File: src/rtl/pgwalk_pkg.sv
package pgwalk_pkg;
   localparam int LIN_W    = 32;
   localparam int PG_SH    = 12;
   localparam int VPN_W    = LIN_W - PG_SH;
   localparam int LVL_W    = 10;
   localparam int ENT_W    = 32;

   localparam int PTE_P = 0;
   localparam int PTE_W = 1;
   localparam int PTE_U = 2;
   localparam int PTE_A = 5;
   localparam int PTE_D = 6;

   typedef enum logic [2:0] {
      ST_IDLE,
      ST_LOOK,
      ST_DIR_RD,
      ST_DIR_WB,
      ST_TBL_RD,
      ST_TBL_WB,
      ST_FILL,
      ST_DONE
   } walk_st_t;

   typedef struct packed {
      logic              fault;
      logic [2:0]        code;
      logic [LIN_W-1:0]  phys;
   } xlat_res_t;
endpackage

File: src/rtl/pgwalk_tcache.sv
module pgwalk_tcache
   import pgwalk_pkg::*;
#(
   parameter int IDX_W  = 3,
   parameter bit ENABLE = 1'b1
) (
   input  logic             clk,
   input  logic             rst_n,
   input  logic             flush,
   input  logic [VPN_W-1:0] look_vpn,
   output logic             hit,
   output logic [ENT_W-1:0] hit_ent,
   input  logic             fill_en,
   input  logic [VPN_W-1:0] fill_vpn,
   input  logic [ENT_W-1:0] fill_ent
);
   localparam int SETS  = 1 << IDX_W;
   localparam int TAG_W = VPN_W - IDX_W;

   if (IDX_W < 1 || IDX_W > 10) begin : g_bad_idx
      $error("pgwalk_tcache: IDX_W must lie in 1..10");
   end

   if (ENABLE) begin : g_on
      logic [SETS-1:0]  vld_q;
      logic [TAG_W-1:0] tag_q [SETS];
      logic [ENT_W-1:0] ent_q [SETS];
      logic [IDX_W-1:0] l_idx, f_idx;

      assign l_idx = look_vpn[IDX_W-1:0];
      assign f_idx = fill_vpn[IDX_W-1:0];

      always_ff @(posedge clk or negedge rst_n) begin
         if (!rst_n) begin
            vld_q <= '0;
         end else if (flush) begin
            vld_q <= '0;
         end else if (fill_en) begin
            vld_q[f_idx] <= 1'b1;
         end
      end

      always_ff @(posedge clk) begin
         if (fill_en) begin
            tag_q[f_idx] <= fill_vpn[VPN_W-1:IDX_W];
            ent_q[f_idx] <= fill_ent;
         end
      end

      assign hit     = vld_q[l_idx] && (tag_q[l_idx] == look_vpn[VPN_W-1:IDX_W]);
      assign hit_ent = ent_q[l_idx];

      // a flush leaves no valid entry behind
      p_flush_clears_r10: assert property (@(posedge clk) disable iff (!rst_n)
         flush |=> (vld_q == '0));

      // only present entries are ever cached
      p_fill_present_r3: assert property (@(posedge clk) disable iff (!rst_n)
         fill_en |-> fill_ent[PTE_P]);

      // cached entries always carry the accessed bit
      p_fill_acc_r4: assert property (@(posedge clk) disable iff (!rst_n)
         fill_en |-> fill_ent[PTE_A]);
   end else begin : g_off
      logic unused_in;
      assign unused_in = ^{clk, rst_n, flush, look_vpn, fill_en, fill_vpn, fill_ent};
      assign hit       = 1'b0;
      assign hit_ent   = '0;
   end
endmodule

File: src/rtl/pgwalk_entry.sv
module pgwalk_entry
   import pgwalk_pkg::*;
(
   input  logic             dir_w,
   input  logic             dir_u,
   input  logic [ENT_W-1:0] tbl_ent,
   input  logic             is_write,
   output logic [ENT_W-1:0] tbl_upd,
   output logic [ENT_W-1:0] eff_ent
);
   always_comb begin
      tbl_upd        = tbl_ent;
      tbl_upd[PTE_A] = 1'b1;
      if (is_write) begin
         tbl_upd[PTE_D] = 1'b1;
      end
      eff_ent        = tbl_upd;
      eff_ent[PTE_W] = tbl_upd[PTE_W] & dir_w;
      eff_ent[PTE_U] = tbl_upd[PTE_U] & dir_u;
   end
endmodule

File: src/rtl/pgwalk_check.sv
module pgwalk_check
   import pgwalk_pkg::*;
(
   input  logic [ENT_W-1:0] ent,
   input  logic [PG_SH-1:0] offset,
   input  logic [1:0]       cpl,
   input  logic             is_write,
   input  logic             wp,
   output xlat_res_t        res
);
   logic user_viol;
   logic wr_viol;
   logic unused_mid;

   assign unused_mid = ^ent[PG_SH-1:3];
   assign user_viol  = !ent[PTE_U] && (cpl != 2'd0);
   assign wr_viol    = is_write && wp && !ent[PTE_W];

   always_comb begin
      res.fault = user_viol || wr_viol;
      res.code  = ent[2:0];
      res.phys  = res.fault ? '0 : {ent[ENT_W-1:PG_SH], offset};
   end
endmodule

File: src/rtl/pgwalk_top.sv
module pgwalk_top
   import pgwalk_pkg::*;
#(
   parameter int TC_IDX_W = 3,
   parameter bit TC_EN    = 1'b1
) (
   input  logic        clk,
   input  logic        rst_n,
   input  logic        req_valid,
   output logic        req_ready,
   input  logic [31:0] req_lin,
   input  logic        req_write,
   input  logic [1:0]  req_cpl,
   input  logic        pg_en,
   input  logic        wp_en,
   input  logic [31:0] dir_base,
   input  logic        flush,
   output logic        resp_valid,
   output logic [31:0] resp_phys,
   output logic        resp_fault,
   output logic [2:0]  resp_code,
   output logic        mem_req,
   output logic        mem_we,
   output logic [31:0] mem_addr,
   output logic [31:0] mem_wdata,
   input  logic        mem_ack,
   input  logic [31:0] mem_rdata
);
   localparam int DIR_HI = LIN_W - 1;
   localparam int DIR_LO = LIN_W - LVL_W;
   localparam int TBL_HI = DIR_LO - 1;
   localparam int TBL_LO = PG_SH;

   walk_st_t          st_q;
   logic [LIN_W-1:0]  lin_q;
   logic              wr_q;
   logic [1:0]        cpl_q;
   logic              pg_q;
   logic              wp_q;
   logic [VPN_W-1:0]  base_q;
   logic [ENT_W-1:0]  dir_q;
   logic [ENT_W-1:0]  tbl_q;
   xlat_res_t         res_q;

   logic              tc_hit;
   logic [ENT_W-1:0]  tc_ent;
   logic              fill_en;
   logic [ENT_W-1:0]  tbl_upd;
   logic [ENT_W-1:0]  eff_ent;
   logic [ENT_W-1:0]  chk_ent;
   xlat_res_t         chk_res;
   logic [LIN_W-1:0]  dir_addr;
   logic [LIN_W-1:0]  tbl_addr;

   assign dir_addr = {base_q, lin_q[DIR_HI:DIR_LO], 2'b00};
   assign tbl_addr = {dir_q[ENT_W-1:PG_SH], lin_q[TBL_HI:TBL_LO], 2'b00};
   assign fill_en  = (st_q == ST_FILL);
   assign chk_ent  = (st_q == ST_LOOK) ? tc_ent : eff_ent;

   pgwalk_tcache #(.IDX_W(TC_IDX_W), .ENABLE(TC_EN)) u_tcache (
      .clk      (clk),
      .rst_n    (rst_n),
      .flush    (flush),
      .look_vpn (lin_q[LIN_W-1:PG_SH]),
      .hit      (tc_hit),
      .hit_ent  (tc_ent),
      .fill_en  (fill_en),
      .fill_vpn (lin_q[LIN_W-1:PG_SH]),
      .fill_ent (eff_ent)
   );

   pgwalk_entry u_entry (
      .dir_w    (dir_q[PTE_W]),
      .dir_u    (dir_q[PTE_U]),
      .tbl_ent  (tbl_q),
      .is_write (wr_q),
      .tbl_upd  (tbl_upd),
      .eff_ent  (eff_ent)
   );

   pgwalk_check u_check (
      .ent      (chk_ent),
      .offset   (lin_q[PG_SH-1:0]),
      .cpl      (cpl_q),
      .is_write (wr_q),
      .wp       (wp_q),
      .res      (chk_res)
   );

   always_comb begin
      mem_req   = 1'b0;
      mem_we    = 1'b0;
      mem_addr  = dir_addr;
      mem_wdata = '0;
      unique case (st_q)
         ST_DIR_RD: begin
            mem_req = 1'b1;
         end
         ST_DIR_WB: begin
            mem_req          = 1'b1;
            mem_we           = 1'b1;
            mem_wdata        = dir_q;
            mem_wdata[PTE_A] = 1'b1;
         end
         ST_TBL_RD: begin
            mem_req  = 1'b1;
            mem_addr = tbl_addr;
         end
         ST_TBL_WB: begin
            mem_req   = 1'b1;
            mem_we    = 1'b1;
            mem_addr  = tbl_addr;
            mem_wdata = tbl_upd;
         end
         default: begin
            mem_req = 1'b0;
         end
      endcase
   end

   always_ff @(posedge clk or negedge rst_n) begin
      if (!rst_n) begin
         st_q   <= ST_IDLE;
         lin_q  <= '0;
         wr_q   <= 1'b0;
         cpl_q  <= '0;
         pg_q   <= 1'b0;
         wp_q   <= 1'b0;
         base_q <= '0;
         dir_q  <= '0;
         tbl_q  <= '0;
         res_q  <= '0;
      end else begin
         unique case (st_q)
            ST_IDLE: begin
               if (req_valid) begin
                  lin_q  <= req_lin;
                  wr_q   <= req_write;
                  cpl_q  <= req_cpl;
                  pg_q   <= pg_en;
                  wp_q   <= wp_en;
                  base_q <= dir_base[LIN_W-1:PG_SH];
                  st_q   <= ST_LOOK;
               end
            end
            ST_LOOK: begin
               if (!pg_q) begin
                  res_q <= '{fault: 1'b0, code: 3'd0, phys: lin_q};
                  st_q  <= ST_DONE;
               end else if (tc_hit) begin
                  res_q <= chk_res;
                  st_q  <= ST_DONE;
               end else begin
                  st_q <= ST_DIR_RD;
               end
            end
            ST_DIR_RD: begin
               if (mem_ack) begin
                  dir_q <= mem_rdata;
                  if (!mem_rdata[PTE_P]) begin
                     res_q <= '{fault: 1'b1, code: 3'd0, phys: '0};
                     st_q  <= ST_DONE;
                  end else if (!mem_rdata[PTE_A]) begin
                     st_q <= ST_DIR_WB;
                  end else begin
                     st_q <= ST_TBL_RD;
                  end
               end
            end
            ST_DIR_WB: begin
               if (mem_ack) begin
                  dir_q[PTE_A] <= 1'b1;
                  st_q         <= ST_TBL_RD;
               end
            end
            ST_TBL_RD: begin
               if (mem_ack) begin
                  tbl_q <= mem_rdata;
                  if (!mem_rdata[PTE_P]) begin
                     res_q <= '{fault: 1'b1, code: 3'd0, phys: '0};
                     st_q  <= ST_DONE;
                  end else if (!mem_rdata[PTE_A]) begin
                     st_q <= ST_TBL_WB;
                  end else begin
                     st_q <= ST_FILL;
                  end
               end
            end
            ST_TBL_WB: begin
               if (mem_ack) begin
                  st_q <= ST_FILL;
               end
            end
            ST_FILL: begin
               res_q <= chk_res;
               st_q  <= ST_DONE;
            end
            default: begin
               st_q <= ST_IDLE;
            end
         endcase
      end
   end

   assign req_ready  = (st_q == ST_IDLE);
   assign resp_valid = (st_q == ST_DONE);
   assign resp_phys  = res_q.phys;
   assign resp_fault = res_q.fault;
   assign resp_code  = res_q.code;

   // a memory request holds its address and direction until acknowledged
   p_mem_hold_r11: assert property (@(posedge clk) disable iff (!rst_n)
      (mem_req && !mem_ack) |=> (mem_req && $stable(mem_addr) && $stable(mem_we)));

   // the result is a single-cycle pulse
   p_resp_pulse_r11: assert property (@(posedge clk) disable iff (!rst_n)
      resp_valid |=> !resp_valid);

   // an accepted request makes the block busy
   p_accept_busy_r11: assert property (@(posedge clk) disable iff (!rst_n)
      (req_valid && req_ready) |=> !req_ready);

   // no memory traffic for an access with paging disabled
   p_off_nomem_r1: assert property (@(posedge clk) disable iff (!rst_n)
      mem_req |-> pg_q);

   // every write-back carries the accessed bit set
   p_wb_acc_r4: assert property (@(posedge clk) disable iff (!rst_n)
      (mem_req && mem_we) |-> mem_wdata[PTE_A]);

   // a cached entry is never more permissive than its directory entry
   p_comb_perm_r6: assert property (@(posedge clk) disable iff (!rst_n)
      fill_en |-> ((!eff_ent[PTE_W] || dir_q[PTE_W]) && (!eff_ent[PTE_U] || dir_q[PTE_U])));

   // a fault never reports a physical address
   p_fault_nophys_r7: assert property (@(posedge clk) disable iff (!rst_n)
      (resp_valid && resp_fault) |-> (resp_phys == '0));

   // a hit in the lookup cycle issues no memory access next cycle
   p_hit_nomem_r9: assert property (@(posedge clk) disable iff (!rst_n)
      (st_q == ST_LOOK && pg_q && tc_hit) |=> !mem_req);
endmodule

File: config.mk
export PLATFORM = sky130hd
export DESIGN_NAME = pgwalk_top
export DESIGN_NICKNAME = d
export VERILOG_FILES = /design/src/rtl/pgwalk_pkg.sv /design/src/rtl/pgwalk_tcache.sv /design/src/rtl/pgwalk_entry.sv /design/src/rtl/pgwalk_check.sv /design/src/rtl/pgwalk_top.sv
export SDC_FILE = /design/constraint.sdc
export NUM_CORES = 1
export LEC_CHECK = 0
export ABC_AREA = 1
export BUFFER_PORTS_ARGS = -buffer_cell sky130_fd_sc_hd__buf_4
export CAP_MARGIN = 20
export CORE_UTILIZATION = 30
export DETAILED_ROUTE_END_ITERATION = 7
export GPL_TIMING_DRIVEN = 0
export SLEW_MARGIN = 5
export SYNTH_ARGS = -nofsm -noshare
export SYNTH_HDL_FRONTEND = slang
export SYNTH_HIERARCHICAL = 1
export SYNTH_SLANG_ARGS = --single-unit
File: constraint.sdc
create_clock -name clk -period 6.5 [get_ports clk]
set_input_delay 0.325 -clock clk [delete_from_list [all_inputs] [get_ports clk]]
set_output_delay 0.325 -clock clk [all_outputs]
set_load 0.02 [all_outputs]
==> impl_metrics.tcl, run 1 <==
set metrics [dict create \
    wl_um 70400 \
    tightestPinTransition_ns 0.912 \
    ir_worst_vdd_uv 331 \
    fin_crit_ns 3.73 \
    power_density_nw_per_um2 484 \
    multi_input_area_um2 7030 \
    slew_headroom_pct 39.2 \
    cts_resized 0 \
    clockBufferDepth 3 \
    slowest_stage "clkbuf_1" \
    r2r_cells 19 \
    reg2reg_slack_ns 2.77 \
    finalHoldViolCount 0 \
    fill_cells 7457 \
    synth_warnings 6 \
    grt_max_degree 96 \
    path_cells "inv_2 -> clkbuf_1 -> nand2_1 -> nand3_1 -> nand2_1 -> nand2_1 -> nand2_1 -> inv_1 -> nand2_1 -> nor2_1 -> nand3_1 -> nor2_1 -> or2_0 -> nand2_2 -> nand2_4 -> nand2_4 -> buf_6 -> nand2_1 -> nand2_1" \
    core_area_um2 74300 \
    leakage_nw 12.5 \
    antenna_left 0 \
    holdBufCountCts 80 \
    numPortBuffers 193 \
    die_w_um 276 \
    htreeDepth 2 \
    pin_count 210 \
    drt_iter0_drc 1577 \
    die_area_um2 76200 \
    crit_required_ns 7.00 \
    place_hpwl_um 48700 \
    critPathCapture "resp_phys[10]" \
    core.rowCount 100 \
    skew_ns 0.0207 \
    synthCells 2459 \
    place.gp.congestion 0.919 \
    crit_fanout 10 \
    nets 2905 \
    viasPerCell 4.78 \
    rsz0062_at_grt "no" \
    cp-startpoint "lin_q[13]" \
    r2r-start "lin_q[13]" \
    endpoint_kind "register" \
    postCtsSetupRepairBufs 0 \
    chipHeight_um 276 \
    clk_pin_slew_worst_paths_ns 0.06 \
    hp-class "input pin to register" \
    cts_tree "built" \
    hold_ws_ns 0.00503 \
    grtUsageTotal_pct 18.1 \
    syn_avg_cell_area_um2 9.16 \
    firstDrtPassIters 6 \
    overflow 0 \
    seqCellArea_um2 13800 \
    start_kind "register" \
    start_util_pct 30.3 \
    grt_pass1_vias 17500 \
    max_stage_delay_ns 0.72 \
    drv_slew 0 \
    path_common_cell "nand2_1" \
    vias 18200 \
    tns_ns 0 \
    insertion_delay_ns 0.61 \
    max_freq_mhz 268 \
    drc 0 \
    numClockSinks 486 \
    path_class "register to register" \
    critPathArrivalTime_ns 4.23 \
    cts_root_buf "clkbuf_16" \
    drive_above_1_share_pct 17.0 \
    r2r-end "resp_phys[10]" \
    grt_pass1_wl_um 106000 \
    num_antenna_cells 0 \
    synth.cell_area_um2 22500 \
    drv_cap 0 \
    setup_viol 0 \
    avgRoutedWirePerCell_um 18.5 \
    status "finished, final reports clean" \
    antenna_found_initial 2 \
    area_growth_pct 24.6 \
    cts_buffers 53 \
    fin_crit_sh_pct 57.4 \
]
[how the worst min path moves through the flow]
stage	start	cells after the start	to	slack, ns
4_1_cts	req_lin[29]	3	lin_q[29]	0.00003
2_1_floorplan	rst_n	0	base_q[0]	0.03
3_5_place_dp	rst_n	1	base_q[7]	0.33
5_1_grt	req_lin[29]	3	lin_q[29]	0.0002
6_report	req_lin[29]	3	lin_q[29]	0.005
3_3_place_gp	dir_q[9]	2	dir_q[9]	0.45
[placed cells by master (no fill, tap or decap), drive strengths merged]
cell	count
clkbuf	125
clkinvlp	4
nand3b	3
conb	3
or2	1
inv	148
o21ai	173
nand2	826
nand3	214
nor2	298
buf	364
o22ai	23
a21oi	13
dfrtp	166
bufinv	6
dlygate4sd3	80
a22o	31
a31oi	23
o211ai	3
clkinv	18
edfxtp	320
[through the flow]
step / setup slack, ns / cell area [um^2] / total power [mW] / std cells / util (%)
CTS: 2.80 / 28100 / 13.6 / 3811 / 37.8
finish: 2.77 / 28100 / 13.6 / 3811 / 37.8
global route: 2.51 / 28100 / 14.4 / 3811 / 37.8
floorplan: 3.16 / 22500 / 8.26 / 2460 / -
global placement: 1.04 / 25200 / 10.4 / 3622 / 33.9
detailed placement: 2.81 / 25500 / 10.5 / 3633 / 34.3
[flip-flops by register name, summed over array words and instances (netlist names), 8 cells and up]
register and flops:
base_q 20, dir_q 31, lin_q 32, resp_phys 32
tbl_q 31, u_tcache/g_on.ent_q 184, u_tcache/g_on.tag_q 136, u_tcache/g_on.vld_q 8
[routing by layer]
metal  GRT usage (%)  up-vias  wire length [um]
li1                -     8701                 -
met1            23.8     8628             29900
met5               0        -                24
met4            7.64        4              2810
met2            29.6      732             32500
met3            3.05      147              5100
[worst max-delay path: cells and delay by family, from the launching register on]
kind,cells,cell delay (ns)
simple gates,15,1.84
buf+inv,4,1.26
flops,1,0.50
[final cells by class]
cell class	count	share of cell area (%)
multi-input cells	1611	25.0
clock inverters	30	1.21
clock buffers	68	5.03
plain buffers	217	4.44
flip-flops and latches	486	49.0
inverters	146	1.95
well taps	969	4.32
repair buffers	284	8.96
[where the power goes]
part | internal (mW) | leakage (nW) | switching, mW
sequential | 4.09 | 5.00 | 0.516
combinational | 1.98 | 6.65 | 3.94
clock | 1.78 | 0.848 | 1.28
total | 7.85 | 12.5 | 5.74
No activity file was read; power rests on OpenSTA's default activity.
==> run 2: changes to the inputs <==
- clock period: 6.5 -> 3.1 ns (I/O delays scaled with it)
==> run 2 against run 1 <==
  * Clock power increased by 110%
  * Sequential power is 110% higher
  * Flip-flop and latch count did not move
  * Hold slack gained 0.083 ns
  * Utilization up 0.85 points
  * First-iteration DRC count is 3.8% higher
  * Clock skew grew 0.013 ns
  * Combinational power is 120% higher
  * Via count is 1.0% higher
  * Largest power group unchanged
==> impl_metrics.tcl, run 2 (synthesis gave the netlist of run 1 again) <==
set metrics [dict create \
    numPortBuffers 193 \
    avgRoutedWirePerCell_um 18.5 \
    grt_pass1_wl_um 108000 \
    cellInternalPower_mw 17.0 \
    grtUsageTotal_pct 18.4 \
    p_clk_share_pct 22.3 \
    core_area_um2 74300 \
    crit_required_ns 3.58 \
    die_w_um 276 \
    place_hpwl_um 49200 \
    dpl.cell_count 3636 \
    vias 18400 \
    reg2reg_slack_ns 0.12 \
    start_util_pct 30.3 \
    die_area_um2 76200 \
    nets 2937 \
    tns_ns 0 \
    hold_ws_ns 0.0878 \
    drive_above_1_share_pct 18.5 \
    power_density_nw_per_um2 1020 \
    skew_ns 0.0334 \
    ir_worst_vdd_uv 570 \
    drc 0 \
    numClockSinks 486 \
    p_sw_share_pct 41.7 \
    crit_fanout 11 \
    final_cells 3845 \
    final_core_util_pct 38.6 \
    cts_root_buf "clkbuf_16" \
    leakage_nw 12.8 \
    setup_ws_ns 0.118 \
    area_growth_pct 27.4 \
    num_antenna_cells 0 \
    drv_cap 0 \
    reg.largest.list "u_tcache/g_on.ent_q (184), u_tcache/g_on.tag_q (136)" \
    layout_commonest_cell "nand2_1" \
    antenna_found_initial 0 \
    wl_um 71100 \
    firstDrtPassIters 5 \
    pre_cts_ws_ns -0.438 \
    regMostFlops "u_tcache/g_on.ent_q" \
    largest_reg_flops 184 \
    place.gp.congestion 0.909 \
    viasPerCell 4.78 \
    insertion_delay_ns 0.61 \
    critPathArrivalTime_ns 3.46 \
    p_comb_share_pct 44.5 \
    status "finished, final reports clean" \
    grt_max_degree 96 \
    max_freq_mhz 335 \
    tightestPinTransition_ns 0.811 \
    clk_pin_slew_worst_paths_ns 0.06 \
    overflow 0 \
    antenna_left 0 \
    drt_iter0_drc 1637 \
    htreeDepth 2 \
    fin_crit_sh_pct 96.2 \
    layout_common_cells "nand2_1 (820), edfxtp_1 (320), buf_4 (275)" \
    p_seq_share_pct 33.2 \
    endpoint_kind "register" \
    chipHeight_um 276 \
    core.rowCount 100 \
    slew_headroom_pct 45.8 \
    drv_slew 0 \
    start_kind "register" \
    grt_pass1_vias 17900 \
    fin_crit_ns 2.98 \
    cts_buffers 54 \
    setup_viol 0 \
    clockBufferDepth 3 \
    path_class "register to register" \
    finalHoldViolCount 0 \
    pin_count 210 \
    power.switching_mw 12.2 \
    cts_tree "built" \
    hp-class "input pin to async pin" \
]
==> run 2: cell count changes in the layout (fill, tap and decap cells not counted), sizes merged <==
cell,delta
clkinv,+2
dlygate4sd3,+13
clkinvlp,-2
buf,+10
inv,-2
bufinv,-2
nand2,+1
clkbuf,+14
==> run 2: routing by layer <==
layer | part of all wire (%) | GRT usage [%] | wire, um
met2 | 47 | 30.8 | 33700
met5 | 0 | 0 | 0
met4 | 3.6 | 6.96 | 2590
met3 | 6.6 | 2.85 | 4710
met1 | 42 | 24.1 | 30100
==> run 2: power by group through the flow <==
| stage | logic [mW] | registers (mW) | clock network [mW] |
|---|---|---|---|
| 2_1_floorplan | 7.85 | 9.48 | 0 |
| 3_3_place_gp | 12.1 | 9.78 | 0 |
| 3_5_place_dp | 12.2 | 9.79 | 0 |
| 5_1_grt | 14.2 | 9.81 | 6.86 |
| 6_report | 13.0 | 9.67 | 6.50 |
| 4_1_cts | 12.5 | 9.67 | 6.60 |
==> run 2: worst paths after layout <==
check / startpoint / cells past startpoint / endpoint
min in group clk: mem_rdata[3] / 4 / tbl_q[3]
max in group asynchronous: rst_n / 3 / u_tcache/g_on.vld_q[4]
max reg2reg: lin_q[14] / 17 / resp_phys[26]
min reg2reg: resp_phys[7] / 2 / resp_phys[7]
min: rst_n / 2 / base_q[18]
max: lin_q[14] / 17 / resp_phys[26]
==> run 2: stage by stage <==
| step | power (mW) | cell area (um^2) |
|---|---|---|
| 2_1_floorplan | 17.3 | 22500 |
| 3_3_place_gp | 21.8 | 25200 |
| 3_5_place_dp | 22.0 | 25600 |
| 4_1_cts | 28.8 | 28400 |
| 5_1_grt | 30.9 | 28700 |
| 6_report | 29.1 | 28700 |
==> run 2: cell type report <==
cell class                 count  area, um^2
clock inverter                26         267
inverter                     146         556
fill                        7458       45600
multi-input combinational   1612        7080
timing repair buffer         315        2900
sequential                   486       13800
clock buffer                  75        1550
buffer                       216        1370
tap                          969        1210
==> run 2: repair_timing <==
action / CTS / global route
buffers inserted: 1 / 12
hold buffers: 93 / 0
resized for setup: 29 / 39
endpoints found under the hold margin: 200 / 0
endpoints found under the setup margin: 38 / 42
gates cloned: 0 / 3
pin swaps: 0 / 6
==> run 2: worst max-delay path, cell delays in order (launching register included) <==
cell	delay [ns]
dfrtp_2	0.45
buf_6	0.20
clkbuf_2	0.36
nand3_1	0.16
nand3_1	0.15
nand2_1	0.07
inv_1	0.05
nand2_1	0.07
nor2_1	0.13
nand3_2	0.12
nor2_4	0.20
or2_0	0.18
nand2_2	0.09
nand2_4	0.15
nand2_8	0.12
clkbuf_16	0.23
nand2_1	0.05
nand2_1	0.05
